[config.mk]
export PLATFORM = sky130hd
export DESIGN_NAME = link_led_ctrl
export DESIGN_NICKNAME = d
export VERILOG_FILES = /design/src/rtl/led_link_pkg.sv /design/src/rtl/link_mode_fsm.sv /design/src/rtl/blink_timer.sv /design/src/rtl/led_driver.sv /design/src/rtl/link_led_ctrl.sv
export SDC_FILE = /design/constraint.sdc
export NUM_CORES = 1
export LEC_CHECK = 0
export BUFFER_PORTS_ARGS = -buffer_cell sky130_fd_sc_hd__buf_2
export CORE_MARGIN = 8
export CORE_UTILIZATION = 45
export CTS_BUF_LIST = sky130_fd_sc_hd__clkbuf_16
export CTS_CLUSTER_DIAMETER = 100
export CTS_CLUSTER_SIZE = 24
export DETAILED_ROUTE_END_ITERATION = 8
export PLACE_DENSITY_LB_ADDON = 0.05
export SYNTH_ARGS = -nofsm -noshare
export SYNTH_HDL_FRONTEND = slang
export SYNTH_SLANG_ARGS = --single-unit
[constraint.sdc]
create_clock -name clk -period 4.3 [get_ports clk]
set_input_delay 0.215 -clock clk [delete_from_list [all_inputs] [get_ports clk]]
set_output_delay 0.215 -clock clk [all_outputs]
set_load 0.02 [all_outputs]
[src/rtl/led_link_pkg.sv]
// Shared types for the link activity LED controller.
package led_link_pkg;

    // Link display mode: unconfigured flashes on, configured flashes off.
    typedef enum logic {
        MODE_ENUM = 1'b0,
        MODE_CONF = 1'b1
    } link_mode_e;

endpackage

[src/rtl/link_mode_fsm.sv]
// Link mode tracker.
// Tracks whether the LED shows the unconfigured or the configured pattern.
// Assumes configured is synchronous to clk and bus_reset is one cycle wide.
// While hold is high the mode is frozen. The configured edge detector keeps
// sampling while frozen, so a rise seen during hold is not replayed later.
module link_mode_fsm
    import led_link_pkg::*;
(
    input  logic       clk,
    input  logic       rst_n,
    input  logic       cfg_lvl,
    input  logic       bus_reset,
    input  logic       hold,
    output link_mode_e mode,
    output logic       mode_chg
);

    link_mode_e mode_q;
    link_mode_e mode_d;
    logic       cfg_prev_q;
    logic       cfg_rise;

    assign cfg_rise = cfg_lvl && !cfg_prev_q;

    // Next mode: hold, then bus reset, then a low level, then a rising edge.
    always_comb begin
        mode_d = mode_q;
        if (!hold) begin
            if (bus_reset) begin
                mode_d = MODE_ENUM;
            end else if (!cfg_lvl) begin
                mode_d = MODE_ENUM;
            end else if (cfg_rise) begin
                mode_d = MODE_CONF;
            end
        end
    end

    // Mode register and configured-level history.
    always_ff @(posedge clk) begin
        if (!rst_n) begin
            mode_q     <= MODE_ENUM;
            cfg_prev_q <= 1'b0;
        end else begin
            mode_q     <= mode_d;
            cfg_prev_q <= cfg_lvl;
        end
    end

    assign mode     = mode_q;
    assign mode_chg = (mode_d != mode_q);

endmodule

[src/rtl/blink_timer.sv]
// Flash stretch timer.
// Produces a flash window of exactly BLINK_CYCLES cycles after a load.
// clear has priority over load. A load during a window restarts it.
module blink_timer #(
    parameter int BLINK_CYCLES = 10_000_000,
    localparam int CW          = $clog2(BLINK_CYCLES + 1)
) (
    input  logic          clk,
    input  logic          rst_n,
    input  logic          load,
    input  logic          clear,
    output logic          active,
    output logic [CW-1:0] count
);

    localparam logic [CW-1:0] LOAD_VAL = CW'(BLINK_CYCLES);

    logic [CW-1:0] cnt_q;

    // Down-counter: clear, reload, or step toward zero.
    always_ff @(posedge clk) begin
        if (!rst_n) begin
            cnt_q <= '0;
        end else if (clear) begin
            cnt_q <= '0;
        end else if (load) begin
            cnt_q <= LOAD_VAL;
        end else if (cnt_q != '0) begin
            cnt_q <= cnt_q - 1'b1;
        end
    end

    assign active = (cnt_q != '0);
    assign count  = cnt_q;

endmodule

[src/rtl/led_driver.sv]
// Registered active-low LED output stage.
// Lit level is the mode inverted by a running flash, and forced dark when
// suspended. Assumes all inputs come from registers.
module led_driver
    import led_link_pkg::*;
(
    input  logic       clk,
    input  logic       rst_n,
    input  link_mode_e mode,
    input  logic       flash,
    input  logic       dark,
    output logic       led_n
);

    logic lit;
    logic led_n_q;

    assign lit = !dark && ((mode == MODE_CONF) ^ flash);

    // Output flop keeps the pad glitch-free.
    always_ff @(posedge clk) begin
        if (!rst_n) begin
            led_n_q <= 1'b1;
        end else begin
            led_n_q <= !lit;
        end
    end

    assign led_n = led_n_q;

endmodule

[src/rtl/link_led_ctrl.sv]
// Top: USB link activity LED controller.
// Connects the mode tracker, the flash timer and the output stage.
// Assumes all inputs are synchronous to clk.
// Suspend is sampled once for the output path. The raw level freezes the
// mode and clears the timer.
module link_led_ctrl
    import led_link_pkg::*;
#(
    parameter int BLINK_CYCLES = 10_000_000,
    localparam int CW          = $clog2(BLINK_CYCLES + 1)
) (
    input  logic clk,
    input  logic rst_n,
    input  logic ack_pulse,
    input  logic configured,
    input  logic suspended,
    input  logic bus_reset,
    output logic led_n
);

    link_mode_e    mode;
    logic          mode_chg;
    logic          flash;
    logic [CW-1:0] flash_cnt;
    logic          susp_q;
    logic          tmr_load;
    logic          tmr_clear;

    // Suspend sample for the output path.
    always_ff @(posedge clk) begin
        if (!rst_n) begin
            susp_q <= 1'b0;
        end else begin
            susp_q <= suspended;
        end
    end

    assign tmr_load  = ack_pulse && !suspended;
    assign tmr_clear = suspended || mode_chg;

    link_mode_fsm u_mode (
        .clk       (clk),
        .rst_n     (rst_n),
        .cfg_lvl   (configured),
        .bus_reset (bus_reset),
        .hold      (suspended),
        .mode      (mode),
        .mode_chg  (mode_chg)
    );

    blink_timer #(.BLINK_CYCLES(BLINK_CYCLES)) u_timer (
        .clk    (clk),
        .rst_n  (rst_n),
        .load   (tmr_load),
        .clear  (tmr_clear),
        .active (flash),
        .count  (flash_cnt)
    );

    led_driver u_drv (
        .clk   (clk),
        .rst_n (rst_n),
        .mode  (mode),
        .flash (flash),
        .dark  (susp_q),
        .led_n (led_n)
    );

endmodule

* Word level (Yosys, flattened, before mapping)
Cells that the tools add are included.
Storage, ports and cells: register bits after elaboration 28, output and inout port bits 1, word-level logic and storage cells 28
Operators by class: $add $sub $neg 1, equality and inequality tests 1, mux-type cells 6, bitwise operators 2, reduce and logical (&&, ||, !) cells 12
Operators with widths (count):
- $mux W24 | 2
- $reduce_bool A24 Y1 | 1
- $sub A24 B1 Y24 const B | 1
- $logic_not A1 Y1 | 4
- $mux W1 | 4
- $logic_and A1 B1 Y1 | 3
- $reduce_or A3 Y1 | 1
- $reduce_bool A2 Y1 | 1
- $reduce_or A2 Y1 | 1
- $logic_or A1 B1 Y1 | 1
- $ne A1 B1 Y1 | 1
- $not A1 Y1 | 1
- $xor A1 B1 Y1 | 1

* Logic depth before layout (Yosys ltp)
word-level depth 9, mapped depth 8, depth with buffers taken out 6

* By module
Synthesis repeated with hierarchy kept, for this count alone.
Second synthesis, totals: cell total of the unflattened synthesis 160, area, all modules 1441.4 um^2
By module, submodules not included:
- blink_timer | instances 1, cells an instance 144, area each 1268.7 um^2, sequential area each 480.5 um^2
- link_mode_fsm | instances 1, cells an instance 9, area each 93.8 um^2, sequential area each 40.0 um^2
- link_led_ctrl | instances 1, cells an instance 4, area each 42.5 um^2, sequential area each 20.0 um^2
- led_driver | instances 1, cells an instance 3, area each 36.3 um^2, sequential area each 20.0 um^2

* Worst setup path before layout
No wires, ideal clock.
kind register to register, from register u_timer.cnt_q[2], in the netlist u_timer.count[2], to register u_timer.cnt_q[17], in the netlist u_timer.count[17], library setup time 70 ps, data arrival time 2104 ps, required time 4230 ps, path slack 2126 ps, stages on the path, launching flop included 6, clock period less this slack 2174 ps, path through dfxtp_1 -> or4_4 -> or4_4 -> buf_6 -> or4_1 -> a21oi_1
Between the ends: longest elaborated chain between the ends 1, elaborated cells between the ends (all ways) 2, classes of those cells 1 x add/sub; 1 x reduce/logical
RTL lines:
- start, declared | line blink_timer.sv:18 | logic [CW-1:0] cnt_q;
- start signal, assigned | line blink_timer.sv:29 | cnt_q <= cnt_q - 1'b1;
- $sub A24 B1 Y24 / $reduce_bool A24 Y1 (equally long branches) | line blink_timer.sv:29, blink_timer.sv:28
Several ways; a longest one is shown, not always the timed one. A chain may end at the register's enable or synchronous reset.

* Worst setup path in the final report
from register u_timer.cnt_q[0], in the netlist u_timer.count[0], to register u_timer.cnt_q[4], in the netlist u_timer.count[4]
The elaborated chain is that of the path after synthesis.

==> out/results.tsv <==
metric	value	unit
outcome	finished, final reports clean	
p_leak	0.000658	uW
min_period	2280	ps
skew	6.66	ps
relSlewSlack	42.7	%
clockBufferDepth	2	
n_antenna_cell	0	
syn_inst	176	
cts_setup_buffers	0	
p_clk_share	26.1	%
fin_tns_setup	0	ps
synth_flop_cell	dfxtp_1	
yosys_warnings	0	
grt_use_total	13.5	%
cp_max_fo	12	
die_y	74.1	um
die_x	74.1	um
postSynthNetCount	184	
grt_antenna_before_repair	0	
ant_nets	0	
start_kind	flop	
route.detailed.drc	0	
gr-total-overflow	0	
grt_max_degree	20	
via_per_inst	5.93	
final_cells	227	
layout_commonest_cell	dfxtp_1	
root_buffer	clkbuf_16	
finalSetupViolations	0	
place_hpwl	2510	um
fp-row-count	21	
wl_per_cell	15.0	um
clock-sinks	28	
finalMaxSlewViolations	0	
ys_types	43	
drt_wl_total	3410	um
numCtsBuffers	3	
drt_iter0_markers	96	
num_vias	1345	
port_buffers	6	
place_area	1600	um^2
die_area	5500	um^2
timing_hold_violations_final	0	
final_util	52.0	%
irDropWorstVdd	0.000296	V
clkTransAtPathRegs	70	ps
fin_nets	190	
drive_gt1_share	13.8	%
syn_avg_cell_area	8.64	um^2
seq_power_share	29.8	%
swShare	36.7	%
mostFrequentLayoutCells	dfxtp_1 (28), nor2_1 (12), or4_1 (12), nand2b_1 (12), a21oi_1 (11)	
final_area	1710	um^2
clock.fmax	438	MHz
boundaryPins	7	
period_share	53.1	%
rsz0062_at_grt	no	
syn2layout_area_growth	12.2	%
yosys_register_bits	28	
p_sw	389	uW
min_path_type	in2reg	
async_flop_share	0	%
htreeDepth	1	
dpl.cell_count	223	
critical_path_arrival	2480	ps
synth-seq-area-share	36.8	%
cellPowerDensity	621	nW/um^2
tightest_slew	852	ps
cts_resized	0	
cts_hold_buf	0	
tritoncts	done	
worst_setup_path_end_kind	flop	
dr.pass1.iters	5	
internal_power	671	uW
grt_pass1_wl	5870	um
grt_pass1_vias	1241	
start_util	46.3	%
required	4500	ps
p_comb_share	44.1	%
synth_edf_count	0	
syn_area	1520	um^2
worst-setup-path-type	reg2reg	
design.core.area	3280	um^2
place_congestion	0.815	
clock_latency	270	ps
max_cap_viol_count	0	
per-layer routing:
layer  routed length (um)  global-route usage, %  vias to the layer above
li1                     -                      -                      687
met1                 1600                   16.4                      631
met2                 1640                   22.9                       23
met3                  145                   3.91                        4
met4                   23                   2.88                        0
met5                    0                      0                        -
layout make-up:
type / count / area [um^2]
tap: 46 / 57.6
clock buffer: 3 / 75.1
multi-input combinational: 138 / 927
inverter: 3 / 11.3
timing repair buffer: 8 / 45.0
fill: 326 / 1580
sequential: 28 / 561
clock inverter: 1 / 30.0
power groups by stage:
stage / Sequential, uW / Combinational, uW / Clock, uW
finish: 316 / 467 / 277
CTS: 315 / 465 / 282
global placement: 319 / 459 / 0
detailed placement: 321 / 463 / 0
global route: 321 / 522 / 294
floorplan: 317 / 386 / 0
Yosys cell counts, types with 2 or more instances:
| cell type | number | share of area, % |
|---|---|---|
| nand2b_1 | 12 | 4.9 |
| or4_4 | 4 | 3.0 |
| nor2_1 | 12 | 3.0 |
| a31oi_1 | 4 | 1.6 |
| and2_1 | 2 | 0.82 |
| mux2i_1 | 7 | 4.6 |
| nand3_1 | 2 | 0.66 |
| clkbuf_1 | 5 | 1.2 |
| or4_1 | 12 | 5.9 |
| ha_1 | 2 | 1.6 |
| a211oi_1 | 3 | 1.5 |
| nor4_1 | 5 | 2.1 |
| o31ai_1 | 5 | 2.5 |
| inv_1 | 3 | 0.74 |
| or2_2 | 5 | 2.1 |
| a21oi_1 | 11 | 3.6 |
| dfxtp_1 | 28 | 37 |
| o21ai_0 | 8 | 2.6 |
| o211ai_1 | 2 | 0.99 |
| nor3_1 | 5 | 1.6 |
| a2111oi_0 | 2 | 1.2 |
| nand2_1 | 10 | 2.5 |
| a211o_1 | 2 | 1.2 |
| nand3b_1 | 2 | 0.99 |
| or3_1 | 4 | 1.6 |
| nor4b_1 | 2 | 1.2 |
path summary, 6_finish.rpt:
path	start	end	slack, ps	cells after the start
max	u_timer.count[0]	u_timer.count[4]	2020	6
min	configured	u_mode.cfg_prev_q	190	2
max reg2reg	u_timer.count[0]	u_timer.count[4]	2020	6
min reg2reg	susp_q	u_drv.led_n	440	1
cells by family after synthesis:
group	share of synthesized area [%]
DFF	36.8
muxes	4.61
buffers and inverters	3.04
AOI/OAI and AO/OA	18.9
adders and majority gates	1.64
and+or+nand+nor	35.0
sequential cells by signal, indices dropped and copies added, names as in the netlist:
signal	count
u_mode.mode	1
susp_q	1
u_timer.count	24
u_mode.cfg_prev_q	1
u_drv.led_n	1
worst max-delay path, stage by stage (launching register included):
cell and delay, ps:
dfxtp_1 360, inv_1 110, ha_1 160, or3b_2 480, or4_1 630, o211ai_1 290, mux2i_1 190
per-stage QoR:
step | power [uW] | worst slack [ps] | hold WS [ps]
after floorplan | 703 | 2130 | 314
after global placement | 778 | 2070 | 417
after detailed placement | 784 | 2050 | 427
after CTS | 1060 | 2030 | 196
after global routing | 1140 | 1650 | 200
final | 1060 | 2020 | 193
No activity file was read; power rests on OpenSTA's default activity.
